File: config.mk
export PLATFORM = sky130hd
export DESIGN_NAME = burst_seq
export DESIGN_NICKNAME = d
export VERILOG_FILES = /design/src/rtl/burst_seq.sv
export SDC_FILE = /design/constraint.sdc
export NUM_CORES = 1
export LEC_CHECK = 0
export ABC_AREA = 1
export BUFFER_PORTS_ARGS = -buffer_cell sky130_fd_sc_hd__buf_2
export CAP_MARGIN = 10
export CELL_PAD_IN_SITES_DETAIL_PLACEMENT = 1
export CELL_PAD_IN_SITES_GLOBAL_PLACEMENT = 1
export CORE_ASPECT_RATIO = 1.25
export CORE_UTILIZATION = 43
export CTS_BUF_LIST = sky130_fd_sc_hd__clkbuf_16
export CTS_CLUSTER_DIAMETER = 150
export DETAILED_ROUTE_END_ITERATION = 16
export PLACE_DENSITY_LB_ADDON = 0.1
export SLEW_MARGIN = 10
export SYNTH_ARGS = -nofsm -noshare
export SYNTH_HDL_FRONTEND = slang
export SYNTH_SLANG_ARGS = --single-unit
File: constraint.sdc
create_clock -name clk -period 5.45 [get_ports clk]
set_clock_uncertainty 0.2 [all_clocks]
set_input_delay 1.635 -clock clk [delete_from_list [all_inputs] [get_ports clk]]
set_output_delay 1.635 -clock clk [all_outputs]
set_load 0.005 [all_outputs]
File: src/rtl/burst_seq.sv
module burst_seq #(
  parameter int TICK_DIV  = 24,
  parameter int WARM_Q    = 8,
  parameter int RAMP_Q    = 4,
  parameter int DCA_Q     = 6,
  parameter int SLOT_SYM  = 8,
  parameter int SLOTS_MAX = 6,
  parameter int PWR_W     = 5,
  parameter int SD_W      = 3
) (
  input  logic                                     clk,
  input  logic                                     rst_n,
  input  logic                                     strobe_i,
  input  logic                                     rx_end_i,
  input  logic                                     abort_i,
  input  logic                                     batt_ok_i,
  input  logic                                     cfg_tx_i,
  input  logic [$clog2(SLOTS_MAX+1)-1:0]           cfg_slots_i,
  input  logic [SLOTS_MAX*(1+PWR_W+SD_W)-1:0]      cfg_slot_i,
  output logic                                     synth_en_o,
  output logic                                     ramp_up_o,
  output logic                                     ramp_dn_o,
  output logic                                     mod_en_o,
  output logic                                     rx_en_o,
  output logic                                     rx_data_o,
  output logic                                     busy_o,
  output logic [$clog2(SLOTS_MAX+1)-1:0]           slot_o,
  output logic                                     mode_o,
  output logic [PWR_W-1:0]                         power_o
);
  function automatic int maxi(int a, int b);
    return (a > b) ? a : b;
  endfunction

  localparam int SLOT_W = 1 + PWR_W + SD_W;
  localparam int SLW    = $clog2(SLOTS_MAX + 1);
  localparam int MOD_Q  = 4 * SLOT_SYM;
  localparam int PH_MAX = maxi(maxi(WARM_Q, RAMP_Q), maxi(maxi(DCA_Q, MOD_Q), (1 << SD_W) - 1));
  localparam int PW     = $clog2(PH_MAX + 1);
  localparam int QW     = (TICK_DIV > 1) ? $clog2(TICK_DIV) : 1;

  typedef enum logic [2:0] {S_IDLE, S_WARM, S_RUP, S_MOD, S_TAIL, S_RDN, S_RXDC, S_RXSTR} st_t;

  st_t                        st, st_nx;
  logic [QW-1:0]              qcnt;
  logic [PW-1:0]              pcnt, len;
  logic [SLW-1:0]             slot_q, nsl_q, nsl_in, slot_nx;
  logic [SLOTS_MAX*SLOT_W-1:0] cfg_q;
  logic [SLOT_W-1:0]          cur;
  logic [SD_W-1:0]            cur_sd;
  logic                       tick, last, tx_st, start, kill;

  assign cur     = cfg_q[slot_q*SLOT_W +: SLOT_W];
  assign cur_sd  = cur[SLOT_W-1 -: SD_W];
  assign tick    = (qcnt == QW'(TICK_DIV - 1));
  assign last    = tick && (pcnt == len - 1'b1);
  assign slot_nx = slot_q + 1'b1;
  assign tx_st   = (st == S_WARM) || (st == S_RUP) || (st == S_MOD) || (st == S_TAIL) || (st == S_RDN);
  assign nsl_in  = (cfg_slots_i == '0) ? SLW'(1) :
                   (cfg_slots_i > SLW'(SLOTS_MAX)) ? SLW'(SLOTS_MAX) : cfg_slots_i;
  assign start   = strobe_i && !abort_i && (st == S_IDLE) && (!cfg_tx_i || batt_ok_i);
  assign kill    = abort_i || (tx_st && !batt_ok_i) ||
                   ((st == S_RXSTR) && (strobe_i || rx_end_i)) || ((st == S_RXDC) && rx_end_i);

  always_comb begin
    len   = PW'(1);
    st_nx = st;
    case (st)
      S_WARM:  begin len = PW'(WARM_Q); st_nx = S_RUP; end
      S_RUP:   begin len = PW'(RAMP_Q); st_nx = S_MOD; end
      S_MOD:   begin len = PW'(MOD_Q);  st_nx = (cur_sd != '0) ? S_TAIL : S_RDN; end
      S_TAIL:  begin len = PW'(cur_sd); st_nx = S_RDN; end
      S_RDN:   begin len = PW'(RAMP_Q); st_nx = (slot_nx < nsl_q) ? S_RUP : S_IDLE; end
      S_RXDC:  begin len = PW'(DCA_Q);  st_nx = S_RXSTR; end
      default: begin len = PW'(1);      st_nx = st; end
    endcase
  end

  always_ff @(posedge clk or negedge rst_n) begin
    if (!rst_n) begin
      st <= S_IDLE; qcnt <= '0; pcnt <= '0; slot_q <= '0; nsl_q <= '0; cfg_q <= '0;
    end else if (kill) begin
      st <= S_IDLE; slot_q <= '0;
    end else if (start) begin
      st     <= cfg_tx_i ? S_WARM : S_RXDC;
      qcnt   <= '0;
      pcnt   <= '0;
      slot_q <= '0;
      nsl_q  <= nsl_in;
      cfg_q  <= cfg_slot_i;
    end else if (st != S_IDLE) begin
      qcnt <= tick ? '0 : qcnt + 1'b1;
      if (last) begin
        pcnt <= '0;
        st   <= st_nx;
        if (st == S_RDN) slot_q <= (st_nx == S_RUP) ? slot_nx : '0;
      end else if (tick) begin
        pcnt <= pcnt + 1'b1;
      end
    end
  end

  assign busy_o     = (st != S_IDLE);
  assign synth_en_o = busy_o;
  assign ramp_up_o  = (st == S_RUP);
  assign ramp_dn_o  = (st == S_RDN);
  assign mod_en_o   = (st == S_MOD) || (st == S_TAIL);
  assign rx_en_o    = (st == S_RXDC) || (st == S_RXSTR);
  assign rx_data_o  = (st == S_RXSTR);
  assign slot_o     = tx_st ? slot_q : '0;
  assign mode_o     = tx_st & cur[0];
  assign power_o    = tx_st ? cur[PWR_W:1] : '0;

  p_tick_grid_r2: assert property (@(posedge clk) disable iff (!rst_n)
    $rose(ramp_up_o) |-> (qcnt == '0));
  p_slot_range_r5: assert property (@(posedge clk) disable iff (!rst_n)
    busy_o |-> (slot_o < SLW'(SLOTS_MAX)));
  p_cfg_hold_r6: assert property (@(posedge clk) disable iff (!rst_n)
    (busy_o && $past(busy_o) && $stable(slot_o)) |-> ($stable(power_o) && $stable(mode_o)));
  p_rx_end_r7: assert property (@(posedge clk) disable iff (!rst_n)
    (rx_data_o && (strobe_i || rx_end_i)) |=> !busy_o);
  p_lowbatt_r9: assert property (@(posedge clk) disable iff (!rst_n)
    (!batt_ok_i && (ramp_up_o || ramp_dn_o || mod_en_o)) |=> !busy_o);
  p_refuse_r9: assert property (@(posedge clk) disable iff (!rst_n)
    (!busy_o && strobe_i && cfg_tx_i && !batt_ok_i) |=> !busy_o);
  p_abort_r10: assert property (@(posedge clk) disable iff (!rst_n)
    abort_i |=> !busy_o);
  p_excl_r11: assert property (@(posedge clk) disable iff (!rst_n)
    $onehot0({ramp_up_o, ramp_dn_o, mod_en_o, rx_en_o}));
endmodule

==> run summary <==
unrepaired setup endpoints after global routing: no
cell taking the most area after synthesis: dfrtp_1
worst r2r dst: st[0]
sequential share of the synthesized area: 45.96%
wl on met1: 4551 um
CTS sink cnt: 74
drc violations: 0
initial antenna violation count: 0
Critical-path top delay cell: dfrtp_1
Leak: 0.002658 uW
WL met2: 6164 um
clk slew on worst S/H paths: 50 ps
Wirelength per Cell: 15.23 um
data arrival time of the critical path: 2400 ps
Synthesized Nets: 623
Crit path max-delay family: flip-flops
io pins: 80
number of flops mapped to enable cells by yosys: 0
final antenna-violating net count: 0
Req. time, crit path: 3620 ps
GPL Wtd Cong: 0.8315
vias post-DR: 3838
top cells by area, synth: dfrtp_1 46%, nand2_1 20%, o21ai_0 5.1%
effective utilization at floorplan: 44.15%
average size of a mapped cell: 7.285 sq um
# setup viols final: 0
maxcap violations: 0
Chip Height: 110.2 um
Max-Slew Margin vs Limit: 35.96%
r2r setup slk: 1580 ps
# resized after CTS: 0
Startpoint Class: flop
die area: 9763 sq um
CTS tree: done
endpoint of the worst hold path: cfg_q[31]
FFs w/ async S/R, synth: 100.0%
1st-iter DRT viols: 169
detailed placement HPWL: 8349 um
Synth Warn #: 0
Synth-to-Final Area Change: 18.42%
n_diodes: 0
Yosys cell types: 34
Setup crit end kind: output port
Achievable Freq: 236.1 MHz
vias in the first global route: 4058
Die X: 88.58 um
Worst-Margin Slew: 960.6 ps
Pre-Repair DR Iteration Count: 4
reg2reg path depth: 22
Synth Cell Area: 4029 sq um
row cnt: 39
PwrDens: 311.0 nW/um^2
top-count cell post-synth: nand2_1
crit share post-route: 77.72%
count of pins over their slew limit: 0
first-pass GRT wire length: 18890 um
Synth Register Bits: 74
# fillers: 1237
crit-path max FO: 32
post-layout minimum cycle time: 4236 ps
fin nets: 694
final hold violations: 0
CTS buffer count: 9
Total Routing Usage GR: 25.98%
Post-synth top cells: 219 x nand2_1, 74 x dfrtp_1, 42 x inv_1, 41 x nor2_1, 41 x o21ai_0
hold depth: 2
CP max stage delay: 950 ps
CP bufs+invs: 2
pin count of the biggest net entering global routing: 75
final wirelength: 11440 um
worst hold-check path type: reg -> reg
I/O Buffers: 79
peak supply drop: 211.8 uV
highest metal used: met4
final setup TNS: 0 ps
CP Class: reg -> out
RR Startpoint: slot_q[0]
met3 wire length: 347 um
predominant post-synthesis flop cell: dfrtp_1
H-tree levels: 3
aggregate global routing overflow: 0
core box area: 9125 sq um
share of post-route cells with drive strength above 1: 19.75%
final core utilization: 52.28%
number of buffers added for setup after CTS: 0
crit-path cells: inv_2 > nor2_1 > o22ai_1 > nand2_1 > a21oi_1 > buf_2
Worst-Skew Late Latency: 340 ps
top-area cell type share of the netlist area: 45.96%
Hold Buf Count CTS: 0
Via density: 5.111
Root Driver: clkbuf_16
Max clock buf depth: 2
status: finished clean
Hold Startpoint: cfg_q[31]
Syn Inst Count: 553
layer usage:
layer | GRT usage, % | vias to the layer above
li1 | - | 1892
met1 | 28.61 | 1835
met2 | 47.53 | 86
met3 | 4.989 | 25
met4 | 12.21 | 0
met5 | 0 | -
per-stage QoR:
step / area (sq um) / total power [uW] / instances / setup slack, ps / hold slack (ps)
2_1_floorplan: 4029 / 863.7 / 553 / 2173 / 233.8
3_3_place_gp: 4517 / 957.1 / 736 / 1643 / 250.4
6_report: 4771 / 1484 / 751 / 1214 / 268.5
4_1_cts: 4771 / 1500 / 751 / 1256 / 271.3
3_5_place_dp: 4517 / 976.4 / 736 / 1603 / 257.5
5_1_grt: 4771 / 1571 / 751 / 1050 / 287.0
area by class of cell:
cell class	count	area [sq um]	area share (%)
clock buffers	9	225.2	4.721
repair buffers	82	417.9	8.760
well taps	123	153.9	3.226
flip-flops and latches	74	1852	38.81
inverters	54	202.7	4.249
multi-input cells	403	1891	39.63
clock inverters	6	28.78	0.6032
worst max path at each step:
| stage | startpoint | end | slack [ps] | cells after the start |
|---|---|---|---|---|
| 2_1_floorplan | slot_q[0] | power_o[2] | 2170 | 7 |
| 3_3_place_gp | cfg_tx_i | pcnt[3] | 1640 | 13 |
| 3_5_place_dp | cfg_tx_i | pcnt[3] | 1600 | 13 |
| 4_1_cts | slot_q[0] | power_o[2] | 1260 | 6 |
| 5_1_grt | slot_q[0] | power_o[2] | 1050 | 6 |
| 6_report | slot_q[0] | power_o[2] | 1210 | 6 |
power breakdown:
group          switching, uW  internal (uW)
Combinational            157           97.6
Sequential              65.9            645
Clock                    220            298
Total                    443           1040
tightest hold or removal path, stage by stage (launching register included):
cell and delay, ps:
dfrtp_1 340, nand2_1 50, nand2_1 40
sequential cells by signal (all words and copies together) (netlist names):
register and cells:
slot_q 3, pcnt 6, st 3, cfg_q 54
qcnt 5, nsl_q 3
placed cells by master (no fill, tap or decap), types with 2 or more instances in the layout:
cell	synthesis	layout
a21oi_1	15	15
nor2_2	4	4
nand3_1	26	26
nand2_2	3	3
nand2_1	219	219
nor2_1	41	40
buf_4	2	3
clkbuf_16	0	9
inv_1	42	45
nand3_2	2	2
ha_1	6	6
dfrtp_1	74	74
xnor2_1	3	3
o211ai_1	5	5
o22ai_1	6	6
clkinv_2	0	2
inv_2	12	12
o21ai_0	41	41
nand2_4	2	2
nand4_1	7	7
nor3_1	7	7
xor2_1	4	4
or2_2	2	2
buf_2	1	79
cells by family after synthesis:
group                      share of synthesized area (%)
and+or+nand+nor                                    33.35
AOI/OAI and AO/OA                                  10.00
DFF                                                45.96
xor gates and xnor gates                           1.522
adders and majority gates                          1.863
buffers and inverters                              7.298
(Power assumes the default switching activity.)
